<file path="config.mk">
export PLATFORM = sky130hd
export DESIGN_NAME = tok_ring_ctl
export DESIGN_NICKNAME = d
export VERILOG_FILES = /design/src/rtl/tok_ring_pkg.sv /design/src/rtl/tok_ring_strap.sv /design/src/rtl/tok_ring_own.sv /design/src/rtl/tok_ring_out.sv /design/src/rtl/tok_ring_ctl.sv
export SDC_FILE = /design/constraint.sdc
export NUM_CORES = 1
export LEC_CHECK = 0
export ABC_CLOCK_PERIOD_IN_PS = 2300
export BUFFER_PORTS_ARGS = -buffer_cell sky130_fd_sc_hd__buf_2
export CORE_AREA = 3 3 40 42
export CTS_CLUSTER_SIZE = 28
export DETAILED_ROUTE_END_ITERATION = 6
export DIE_AREA = 0 0 43 45
export PLACE_DENSITY = 0.3
export RECOVER_POWER = 50
export SYNTH_ARGS = -nofsm -noshare
export SYNTH_HDL_FRONTEND = slang
export SYNTH_SLANG_ARGS = --single-unit
export TNS_END_PERCENT = 20
</file>
<file path="constraint.sdc">
create_clock -name clk -period 2.3 [get_ports clk]
set_input_delay 0 -clock clk [delete_from_list [all_inputs] [get_ports clk]]
set_output_delay 0 -clock clk [all_outputs]
set_load 0.05 [all_outputs]
</file>
<file path="src/rtl/tok_ring_pkg.sv">
package tok_ring_pkg;
   typedef enum logic {
      MODE_CHAIN  = 1'b0,
      MODE_SINGLE = 1'b1
   } ring_mode_e;
endpackage

</file>
<file path="src/rtl/tok_ring_strap.sv">
// Captures the board straps while reset is low and holds them afterwards.
module tok_ring_strap #(
   parameter bit OWNER_LEVEL = 1'b0
) (
   input  logic                    clk,
   input  logic                    rst_n,
   input  logic                    strap,
   input  logic                    tok_in,
   output logic                    first_now,
   output tok_ring_pkg::ring_mode_e mode
);
   import tok_ring_pkg::*;

   // Live strap decode: the ownership register loads it during reset.
   assign first_now = (strap == OWNER_LEVEL);

   // A chain predecessor keeps its token output low during reset, so a high
   // level seen here can only come from a board tie-off.
   always_ff @(posedge clk) begin
      if (!rst_n) begin
         mode <= tok_in ? MODE_SINGLE : MODE_CHAIN;
      end
   end
endmodule

</file>
<file path="src/rtl/tok_ring_own.sv">
// Token ownership register with same-cycle handoff detection.
module tok_ring_own (
   input  logic                     clk,
   input  logic                     rst_n,
   input  logic                     first_now,
   input  tok_ring_pkg::ring_mode_e mode,
   input  logic                     shift_en,
   input  logic                     word_done,
   input  logic                     tok_in,
   output logic                     owner,
   output logic                     handoff
);
   import tok_ring_pkg::*;

   logic own_q;
   logic chain;

   assign chain   = (mode == MODE_CHAIN);
   assign owner   = !chain || own_q;
   assign handoff = chain && own_q && shift_en && word_done;

   always_ff @(posedge clk) begin
      if (!rst_n) begin
         own_q <= first_now;
      end else if (chain) begin
         if (handoff) begin
            own_q <= 1'b0;
         end else if (!own_q && tok_in) begin
            own_q <= 1'b1;
         end
      end
   end
endmodule

</file>
<file path="src/rtl/tok_ring_out.sv">
// Token-out pin: handoff pulse in a chain, almost flag on a single device.
module tok_ring_out #(
   parameter int unsigned FLAG_REG = 1
) (
   input  logic                     clk,
   input  logic                     rst_n,
   input  tok_ring_pkg::ring_mode_e mode,
   input  logic                     handoff,
   input  logic                     almost_flag,
   output logic                     tok_out
);
   import tok_ring_pkg::*;

   logic flag_sel;

   generate
      if (FLAG_REG != 0) begin : g_flag_reg
         logic flag_q;
         always_ff @(posedge clk) begin
            if (!rst_n) begin
               flag_q <= 1'b0;
            end else begin
               flag_q <= almost_flag;
            end
         end
         assign flag_sel = flag_q;
      end else begin : g_flag_comb
         logic unused_clk;
         assign unused_clk = clk;
         assign flag_sel   = almost_flag;
      end
   endgenerate

   assign tok_out = rst_n && ((mode == MODE_SINGLE) ? flag_sel : handoff);
endmodule

</file>
<file path="src/rtl/tok_ring_ctl.sv">
// Read-token controller for one device of a chain sharing a serial line.
module tok_ring_ctl #(
   parameter bit          FIRST_OWNER_LEVEL = 1'b0,
   parameter int unsigned FLAG_REG          = 1
) (
   input  logic clk,
   input  logic rst_n,
   input  logic first_load_n,
   input  logic tok_in,
   input  logic shift_en,
   input  logic word_done,
   input  logic almost_flag,
   output logic tok_out,
   output logic rd_en,
   output logic so_oe
);
   import tok_ring_pkg::*;

   generate
      if (FLAG_REG > 1) begin : g_bad_flag_reg
         $error("tok_ring_ctl: FLAG_REG must be 0 or 1");
      end
   endgenerate

   ring_mode_e mode;
   logic       first_now;
   logic       owner;
   logic       handoff;
   logic       mode_is_single;

   tok_ring_strap #(.OWNER_LEVEL(FIRST_OWNER_LEVEL)) u_strap (
      .clk       (clk),
      .rst_n     (rst_n),
      .strap     (first_load_n),
      .tok_in    (tok_in),
      .first_now (first_now),
      .mode      (mode)
   );

   tok_ring_own u_own (
      .clk       (clk),
      .rst_n     (rst_n),
      .first_now (first_now),
      .mode      (mode),
      .shift_en  (shift_en),
      .word_done (word_done),
      .tok_in    (tok_in),
      .owner     (owner),
      .handoff   (handoff)
   );

   tok_ring_out #(.FLAG_REG(FLAG_REG)) u_out (
      .clk         (clk),
      .rst_n       (rst_n),
      .mode        (mode),
      .handoff     (handoff),
      .almost_flag (almost_flag),
      .tok_out     (tok_out)
   );

   assign mode_is_single = (mode == MODE_SINGLE);
   assign so_oe          = rst_n && owner;
   assign rd_en          = rst_n && owner && shift_en;
endmodule

</file>
Word-level counts from Yosys, hierarchy flattened:

Index checks and enable logic that the tools add are counted.

* flip-flop bits (word level): 3
* latch bits: 0
* memory bits (writable): 0
* memory bits (read-only): 0
* bits of input ports: 7
* output and inout port bits: 3
* word-level logic and storage cells: 23
* memories kept: 0

* add/sub/neg operators: 0
* $mul: 0
* divide/modulo/power cells: 0
* $lt $le $gt $ge: 0
* equal/unequal tests: 2
* shifts and indexed selects: 0
* multiplexer cells: 6
* bitwise operators: 2
* reductions and logical operators: 10

Operator list (count)
* $logic_and A1 B1 Y1: 7
* $mux W1: 6
* $ne A3 B1 Y1 const B: 1
* $ne A2 B2 Y1 const B: 1
* $not A1 Y1: 2
* $reduce_and A2 Y1: 1
* $logic_not A1 Y1: 1
* $logic_or A1 B1 Y1: 1

Logic depth before layout (Yosys ltp):

Gate-level depths: netlist of run 1.

* depth in word-level cells: 7
* depth in mapped cells: 2
* mapped depth without buffers: 2

By module:

From an unflattened synthesis of run 1, not the netlist that was laid out.

* cell total of the unflattened synthesis: 16
* area, all modules: 165.2 µm²

Modules (own cells, without submodules)
* tok_ring_own: instances 1, cells each 7, area an instance 72.6 µm², sequential area each 30.0 µm²
* tok_ring_out: instances 1, cells each 4, area an instance 42.5 µm², sequential area each 20.0 µm²
* tok_ring_strap: instances 1, cells each 3, area an instance 37.5 µm², sequential area each 30.0 µm²
* tok_ring_ctl: instances 1, cells each 2, area an instance 12.5 µm², sequential area each 0.0 µm²

Worst setup path after synthesis of run 1:

No wires, ideal clock.

* path kind: register -> output
* start point: register u_strap.mode
* end point: output port tok_out
* data arrival time: 1.369 ns
* data required time: 2.300 ns
* setup slack: 0.931 ns
* cell stages (with the launch flop): 3
* path buffers: 0
* cell sequence: edfxtp_1 -> nand4b_4 -> a21oi_1

* longest elaborated chain between the ends: 6

RTL lines
* start, declared: line tok_ring_strap.sv:10 `output tok_ring_pkg::ring_mode_e mode`
* start signal, assigned: line tok_ring_strap.sv:21 `mode <= tok_in ? MODE_SINGLE : MODE_CHAIN;`
* $not A1 Y1: line tok_ring_own.sv:18 `assign chain = (mode == MODE_CHAIN);`
* $logic_and A1 B1 Y1 (3 in series): line tok_ring_own.sv:20 `assign handoff = chain && own_q && shift_en && word_done;`
* $mux W1 (*): line tok_ring_out.sv:34 `assign tok_out = rst_n && ((mode == MODE_SINGLE) ? flag_sel : handoff);`
* $logic_and A1 B1 Y1 (*): line tok_ring_out.sv:34
* end, declared: line tok_ring_ctl.sv:13 `output logic tok_out,`

Every way passes the cells marked *; elsewhere a longest branch is shown, timed or not.

Worst setup path after layout of run 1:

Same ends and word-level chain as after synthesis.

==> metrics.yaml, run 1 <==
run_status:
  outcome: "finished clean"
power_and_ir_drop:
  irDropWorstVdd_uv: 278
  p_leak_uw: 0.000110
  p_per_area_mw_per_mm2: 737
logic_synthesis:
  synth.distinct_cells: 10
  synth_top_area_share_pct: 36.9
  syn_avg_cell_area_sq_um: 11.6
  syn_inst: 14
  synth-edff-count: 2
  synth_common_cells: "2 x and2_1, 2 x edfxtp_1, 2 x inv_1, 2 x o21a_1"
  ys_seq_area_share_pct: 49.2
  ys_ff_latch: 3
  yosysTopAreaCell: "edfxtp_1"
  yosys_warnings: 0
  synth.top_cells.by_area: "edfxtp_1 37%, nand4b_4 15%, dfxtp_1 12%, o21a_1 9.2%, and2_1 7.7%"
  synth_top_flop_cell: "edfxtp_1"
  async_reset_ff_share_pct: 0
  syn_nets: 21
  netlist_area_sq_um: 163
global_route:
  grt_first_pass_wirelength_um: 627
  grt_use_total_pct: 4.91
  grt_antenna_before_repair: 0
  overflow: 0
  grt_pass1_vias: 155
  grt_max_degree: 6
cells_and_area:
  diodes: 0
  final_cell_area_sq_um: 255
  area_growth_pct: 56.9
  fillers: 142
  drive_above_1_share_pct: 34.5
  nNetsFinal: 37
sta:
  post-route-period-util_pct: 58.8
  finClkSkew_ps: 3.19
  drv_slew: 0
  max_freq_mhz: 740
  relSlewSlack_pct: 79.9
  period_needed_ps: 1350
  rsz0062_at_grt: "no"
  timing.final.hold_violations: 0
  worst_pin_slew_ps: 297
  finalSetupTns_ps: 0
  setup_viol: 0
min_path:
  min_path_type: "input pin to flop"
cts:
  ctsResizeCount: 0
  insertion_delay_ps: 230
  htree_num_levels: 1
  clock-sinks: 3
  post-cts-setup-buffers: 0
  cts_tree: "yes"
  clk_pin_slew_ps: 40
  cts_root_buf: "clkbuf_4"
  numCtsBuffers: 3
  clk_path_buf_depth: 2
  cts_hold_buf: 2
route:
  wire_per_inst_um: 8.59
  vias: 164
  drt-vias-per-instance: 3.73
  drc: 0
  routed_wl_um: 378
  drtIter0Drc: 1
  first_pass_iters: 4
  ant_nets: 0
setup_path:
  path_class: "flop to output pin"
  crit_fanout: 4
  required_ps: 2300
  startpoint_type: "flop"
  cp.arrival_ps: 1350
  end_kind: "output pin"
floorplanning:
  die_area_sq_mm: 0.00194
  rows: 13
  start_util_pct: 12.7
  die_w_um: 43
  core_area_sq_mm: 0.00128
  ioPinCount: 10
  die_h_um: 45
placement:
  gp_congestion: 0.729
  port_buffers: 9
  placed_area_sq_um: 226
job:
  max-cap-violations: 0
-- worst max-delay path: stages (launching register included) --
cell and delay (ps):
edfxtp_1 410, nand4b_1 270, a21oi_1 170, buf_2 270
-- per-layer routing --
layer / GRT usage (%) / routed length (um)
met5: 0 / 0
met4: 7.23 / 21
met3: 2.79 / 48
met2: 6.29 / 139
met1: 4.58 / 168
-- cells by family (layout without fill, tap and decap cells) --
family	count (synthesis)	in the layout	synth area share, %
buf+inv	2	17	4.62
simple gates	5	5	28.5
flops	3	3	49.2
compound gates	4	4	17.7
-- power breakdown --
part	internal [uW]	total, uW	switching (uW)
sequential	62.2	64.4	2.26
combinational	12.0	31.6	19.5
clock	65.0	92.1	27.2
total	139	188	48.9
-- final timing paths --
path,startpoint,to,slack (ps),depth (start not counted)
min,rst_n,u_out.flag_sel,100,2
min reg2reg,u_own.own_q,u_own.own_q,670,1
max reg2reg,u_strap.mode,u_own.own_q,1140,2
max,u_strap.mode,tok_out,950,3
-- flip-flops by register name (all words and copies together), names as in the netlist --
register / flops
u_strap.mode: 1
u_own.own_q: 1
u_out.flag_sel: 1
-- cell usage in the layout, fill, tap and decap left out --
master / instances
o21a_1: 2
nand2_1: 1
dfxtp_1: 1
clkbuf_4: 3
and2_1: 1
inv_1: 2
nand2b_1: 1
edfxtp_1: 2
and2_0: 1
clkbuf_1: 3
dlygate4sd3_1: 2
a21oi_1: 1
buf_2: 7
o311ai_1: 1
nand4b_1: 1
-- metrics by stage --
| step | hold WS [ps] | worst slack, ps | total power [uW] | instances | utilization [%] |
|---|---|---|---|---|---|
| 4_1_cts | 37.6 | 1010 | 196 | 44 | 21.2 |
| 5_1_grt | 118 | 857 | 206 | 44 | 19.9 |
| 3_3_place_gp | 197 | 1230 | 98.2 | 38 | 17.6 |
| 6_report | 105 | 948 | 188 | 44 | 19.9 |
| 3_5_place_dp | 201 | 1200 | 97.9 | 38 | 17.6 |
| 2_1_floorplan | 98.9 | 931 | 86.2 | 14 | - |
-- layout make-up --
| cell class | count | area, sq um | area share (%) |
|---|---|---|---|
| repair buffers | 11 | 62.6 | 24.5 |
| multi-input cells | 9 | 60.1 | 23.5 |
| clock buffers | 4 | 26.3 | 10.3 |
| flip-flops and latches | 3 | 80.1 | 31.4 |
| inverters | 2 | 7.51 | 2.94 |
| well taps | 15 | 18.8 | 7.35 |
No activity file was read; power rests on OpenSTA's default activity.
==> run 2, diff against run 1 <==
--- a/config.mk
+++ b/config.mk
@@ -5,7 +5,7 @@
 export SDC_FILE = /design/constraint.sdc
 export NUM_CORES = 1
 export LEC_CHECK = 0
-export ABC_CLOCK_PERIOD_IN_PS = 2300
+export ABC_CLOCK_PERIOD_IN_PS = 1300
 export BUFFER_PORTS_ARGS = -buffer_cell sky130_fd_sc_hd__buf_2
 export CORE_AREA = 3 3 40 42
 export CTS_CLUSTER_SIZE = 28
==> constraint.sdc (replaced) <==
create_clock -name clk -period 1.3 [get_ports clk]
set_input_delay 0 -clock clk [delete_from_list [all_inputs] [get_ports clk]]
set_output_delay 0 -clock clk [all_outputs]
set_load 0.05 [all_outputs]
==> run 2 against run 1 <==
  * Design area rose by 8.3%
  * Global-route usage rose by 0.66 points
  * Combinational power rose by 95%
  * Power rose by 80%
  * Largest cell class unchanged
==> metrics.yaml, run 2 (same netlist as run 1, synthesis figures left out) <==
cts:
  cts_root_buf: "clkbuf_4"
  insertion_delay_ps: 230  # about the same
  htree_num_levels: 1  # unchanged
  clk_pin_slew_ps: 40  # about the same
  numCtsBuffers: 3  # unchanged
  clock-sinks: 3  # unchanged
  post-cts-setup-buffers: 0  # unchanged
  clk_path_buf_depth: 2  # unchanged
  cts_tree: "yes"
global_route:
  grt_use_total_pct: 5.57  # +0.66 points
  grt_pass1_vias: 158  # +1.9%
  top_usage_layer: "met4"
  use_met2_pct: 5.99  # -0.30 points
  use_met3_pct: 4.38  # +1.6 points
  grt_first_pass_wirelength_um: 696  # +11%
  use_met1_pct: 5.77  # +1.2 points
  overflow: 0  # unchanged
  grt_max_degree: 6  # unchanged
  grt_antenna_before_repair: 0  # unchanged
route:
  routed_wl_um: 371  # -1.9%
  wire_per_inst_um: 8.43  # -1.9%
  first_pass_iters: 4  # unchanged
  ant_nets: 0  # unchanged
  vias: 167  # +1.8%
  drtIter0Drc: 4  # +3
  drc: 0  # unchanged
  drt-vias-per-instance: 3.80  # +1.8%
floorplanning:
  start_util_pct: 12.7  # unchanged
  die_area_sq_mm: 0.00194  # unchanged
  rows: 13  # unchanged
  core_area_sq_mm: 0.00128  # unchanged
  die_w_um: 43  # unchanged
  ioPinCount: 10  # unchanged
  die_h_um: 45  # unchanged
power_and_ir_drop:
  p_leak_uw: 0.000125  # +14%
  p_per_area_mw_per_mm2: 1220  # +66%
  irDropWorstVdd_uv: 296  # +6.6%
  p_total_uw: 338  # +80%
cells_and_area:
  area_growth_pct: 70.0
  fillers: 148  # +4.2%
  diodes: 0  # unchanged
  utilization_pct: 21.5  # +1.7 points
  multi_input_area_sq_um: 78.8  # +31%
  nNetsFinal: 37  # unchanged
  final_cell_area_sq_um: 277  # +8.3%
  regArea_sq_um: 80.1  # unchanged
  drive_above_1_share_pct: 41.4  # +6.9 points
  final_common_cell: "buf_2"
  mostFrequentLayoutCells: "6 x buf_2, 3 x clkbuf_4, 3 x clkbuf_1"
sta:
  period_needed_ps: 1230
  post-route-period-util_pct: 94.9
  relSlewSlack_pct: 83.1  # +3.2 points
  rsz0062_at_grt: "no"
  setup_viol: 0  # unchanged
  finClkSkew_ps: 2.19  # -1.01 ps
  worst_pin_slew_ps: 249  # -47.5 ps
  drv_slew: 0  # unchanged
  whs_ps: 84.0  # -20.7 ps
  timing.final.hold_violations: 0  # unchanged
  max_freq_mhz: 810
job:
  max-cap-violations: 0  # unchanged
min_path:
  hold_end: "u_out.flag_sel"
  worstHoldPathCells: 2  # unchanged
  hold_start: "rst_n"
  min_path_type: "input pin to flop"
setup_path:
  cp.arrival_ps: 1230  # -120 ps
  crit_fanout: 4  # unchanged
  path_class: "flop to output pin"
  r2r_start: "u_strap.mode"
  startpoint_type: "flop"
  ff2ff_path_depth: 2  # unchanged
  end_kind: "output pin"
  required_ps: 1300  # -1000 ps
  rrSetupSlack_ps: 220  # -920 ps
  reg2reg_to: "u_own.own_q"
run_status:
  outcome: "finished clean"
placement:
  port_buffers: 9  # unchanged
  gp_congestion: 0.676  # -7.3%
  placed_area_sq_um: 230  # +1.7%
[run 2: cell count changes in the layout (fill, tap and decap cells not counted)]
| cell | delta |
|---|---|
| a21oi_1 | -1 |
| a21oi_2 | +1 |
| and2_0 | -1 |
| and2_1 | +1 |
| buf_2 | -1 |
| buf_4 | +1 |
| nand4b_1 | -1 |
| nand4b_4 | +1 |
[run 2: power by group]
part	leakage (uW)	internal, uW	total [uW]	switching, uW
registers	0.0000272	110	116	5.85
clock network	0.0000150	115	161	46.0
logic	0.0000832	25.2	61.5	36.3
total	0.000125	250	338	88.1
[run 2: metrics by stage]
stage / std cells / setup WS (ps) / setup TNS (ps)
floorplan: 14 / -29.9 / -29.9
global placement: 38 / 222 / 0
detailed placement: 38 / 232 / 0
CTS: 44 / 23.3 / 0
global route: 44 / 3.98 / 0
finish: 44 / 65.8 / 0
[run 2: repair_timing]
item	4_1_cts	5_1_grt
hold endpoints to repair	2	0
gates resized for setup	0	2
endpoints found under the setup margin	0	1
hold buffers	2	0
[run 2: layout make-up]
class	instances	area share, %
multi-input cells	9	28.5
flip-flops and latches	3	29.0
inverters	2	2.71
well taps	15	6.79
clock buffers	4	9.50
repair buffers	11	23.5
[run 2: worst max-delay path, stage by stage, from the launching register on]
cell and delay, ps:
edfxtp_1 430, o21a_1 230, and2_1 150, buf_2 200
[run 2: per-layer routing]
metal | vias up | part of all wire [%]
met3 | 2 | 17
met1 | 73 | 40
met2 | 12 | 40
met5 | - | 0
li1 | 80 | -
met4 | 0 | 2.4
[run 2: worst max path at each step]
stage            startpoint     endpoint  slack (ps)
6_report       u_strap.mode        rd_en          70
5_1_grt         u_own.own_q        rd_en           4
4_1_cts        u_strap.mode      tok_out          20
3_5_place_dp   u_strap.mode  u_own.own_q         230
3_3_place_gp   u_strap.mode  u_own.own_q         220
2_1_floorplan   u_own.own_q        rd_en         -30
==> run 3, diff against run 2 <==
--- a/config.mk
+++ b/config.mk
@@ -5,7 +5,7 @@
 export SDC_FILE = /design/constraint.sdc
 export NUM_CORES = 1
 export LEC_CHECK = 0
-export ABC_CLOCK_PERIOD_IN_PS = 1300
+export ABC_CLOCK_PERIOD_IN_PS = 1150
 export BUFFER_PORTS_ARGS = -buffer_cell sky130_fd_sc_hd__buf_2
 export CORE_AREA = 3 3 40 42
 export CTS_CLUSTER_SIZE = 28
==> constraint.sdc (replaced) <==
create_clock -name clk -period 1.15 [get_ports clk]
set_input_delay 0 -clock clk [delete_from_list [all_inputs] [get_ports clk]]
set_output_delay 0 -clock clk [all_outputs]
set_load 0.05 [all_outputs]
==> run 3 against run 2 <==
  * The run now ends with setup timing left
  * Routed wire length increased by 21%
  * Clock skew decreased by 1.5 ps
  * Via count increased by 4.8%
  * Die area unchanged
  * Critical path depth unchanged
  * Critical path type unchanged
  * Highest routed layer is now met3
==> metrics.yaml, run 3 (same netlist as run 1, synthesis figures left out) <==
run_status:
  outcome: "finished with violations"
  violations: "setup timing"
route:
  routed_wl_um: 449  # +21%
  drtIter0Drc: 0  # -4
  vias: 175  # +4.8%
  ant_nets: 0  # unchanged
  wire_per_inst_um: 9.35  # +11%
  drc: 0  # unchanged
  first_pass_iters: 1  # -3
  drt-vias-per-instance: 3.65  # -3.9%
setup_path:
  ff2ff_path_depth: 2  # unchanged
  endpoint: "tok_out"
  startpoint_type: "flop"
  crit_chain: "nand4b_4, a21oi_2, buf_6"
  path_depth: 3  # unchanged
  end_kind: "output pin"
  path_delay_family: "flip-flops"
  cp.arrival_ps: 1190  # -40 ps
  path_class: "flop to output pin"
  crit_path_top_delay_cell: "edfxtp_1"
  crit_path_max_incr_delay_ps: 420  # about the same
  startpoint: "u_strap.mode"
  rrSetupSlack_ps: -20  # -240 ps
  required_ps: 1150  # -150 ps
  r2r_start: "u_strap.mode"
  crit_fanout: 4  # unchanged
  reg2reg_to: "u_own.own_q"
  crit_buf_inv: 1  # unchanged
floorplanning:
  rows: 13  # unchanged
  die_area_sq_mm: 0.00194  # unchanged
  start_util_pct: 12.7  # unchanged
  die_w_um: 43  # unchanged
  core_area_sq_mm: 0.00128  # unchanged
  die_h_um: 45  # unchanged
  ioPinCount: 10  # unchanged
cells_and_area:
  final_common_cell: "buf_2"
  final_cell_area_sq_um: 325  # +18%
  drive_above_1_share_pct: 54.5  # +13 points
  area_growth_pct: 100
  diodes: 0  # unchanged
  mostFrequentLayoutCells: "6 x buf_2, 4 x buf_4, 3 x clkbuf_4"
  nNetsFinal: 41  # +11%
placement:
  port_buffers: 9  # unchanged
  placed_area_sq_um: 230  # unchanged
  gp_congestion: 0.676  # unchanged
job:
  max-cap-violations: 0  # unchanged
global_route:
  grt_pass1_vias: 187  # +18%
  grt_use_total_pct: 6.07  # +0.50 points
  grt_first_pass_wirelength_um: 772  # +11%
  grt_antenna_before_repair: 0  # unchanged
  overflow: 0  # unchanged
  grt_max_degree: 6  # unchanged
cts:
  insertion_delay_ps: 230  # about the same
  cts_root_buf: "clkbuf_4"
  clk_path_buf_depth: 2  # unchanged
  clock-sinks: 3  # unchanged
  cts_tree: "yes"
  numCtsBuffers: 3  # unchanged
  htree_num_levels: 1  # unchanged
  clk_pin_slew_ps: 40  # about the same
power_and_ir_drop:
  irDropWorstVdd_uv: 332  # +12%
  p_per_area_mw_per_mm2: 1250  # +2.1%
  p_leak_uw: 0.000150  # +20%
sta:
  relSlewSlack_pct: 83.5  # +0.39 points
  setup_viol: 2  # +2
  setup_ws_ps: -43.5  # -109 ps
  finClkSkew_ps: 0.689  # -1.50 ps
  period_needed_ps: 1190
  max_freq_mhz: 838
  drv_slew: 0  # unchanged
  whs_ps: 111  # +27.1 ps
  post-route-period-util_pct: 104
  worst_pin_slew_ps: 249  # -0.239 ps
  rsz0062_at_grt: "yes"
  timing.final.hold_violations: 0  # unchanged
min_path:
  min_path_type: "input pin to flop"
## run 3: cell count changes in the layout (fill, tap and decap cells not counted)
cell      change
buf_6         +2
buf_4         +3
o311ai_1      -1
o311ai_2      +1
clkbuf_1      -1
## run 3: worst register-to-register path, cell delays in order, from the launching register on
cell      delay [ps]
edfxtp_1         420
buf_4            160
o311ai_2         280
## run 3: area by class of cell
cell class                 count  area, sq um
clock buffer                   4         26.3
fill                         153          960
inverter                       2         7.51
multi-input combinational      9         86.3
sequential                     3         80.1
tap                           15         18.8
timing repair buffer          15          106
## run 3: where the power goes
part           internal (uW)  total [uW]  leakage, uW  switching (uW)
Combinational           45.4        93.8     0.000108            48.4
Sequential               124         129    0.0000272            5.02
Clock                    130         183    0.0000150            53.3
## run 3: worst min-delay path by stage
stage | depth (start not counted) | startpoint | end | slack (ps)
finish | 2 | rst_n | u_out.flag_sel | 110
global route | 2 | rst_n | u_out.flag_sel | 130
CTS | 2 | rst_n | u_out.flag_sel | 30
detailed placement | 1 | tok_in | u_strap.mode | 200
global placement | 1 | tok_in | u_strap.mode | 190
floorplan | 0 | tok_in | u_strap.mode | 100
## run 3: layer usage
layer  vias up  global-route usage (%)  wire, um
met5         -                       0         0
met4         0                    7.23         0
met3         0                    4.38        49
met2         8                    7.78       212
met1        79                    5.77       187
li1         88                       -         -
## run 3: what timing repair did
item | CTS | global route
setup endpoints to repair | 2 | 3
pin swaps | 2 | 0
buffers inserted | 3 | 1
resized for setup | 4 | 1
endpoints found under the hold margin | 2 | 0
hold buffers | 2 | 0
## run 3: stage by stage
| step | worst slack, ps | TNS [ps] | std cells | total power [uW] | util, % |
|---|---|---|---|---|---|
| floorplan | -180 | -180 | 14 | 174 | - |
| global placement | 72.0 | 0 | 38 | 197 | 17.9 |
| detailed placement | 81.9 | 0 | 38 | 197 | 17.9 |
| global route | -98.2 | -191 | 48 | 440 | 25.3 |
| CTS | -42.5 | -53.1 | 47 | 409 | 24.2 |
| finish | -43.5 | -66.2 | 48 | 406 | 25.3 |
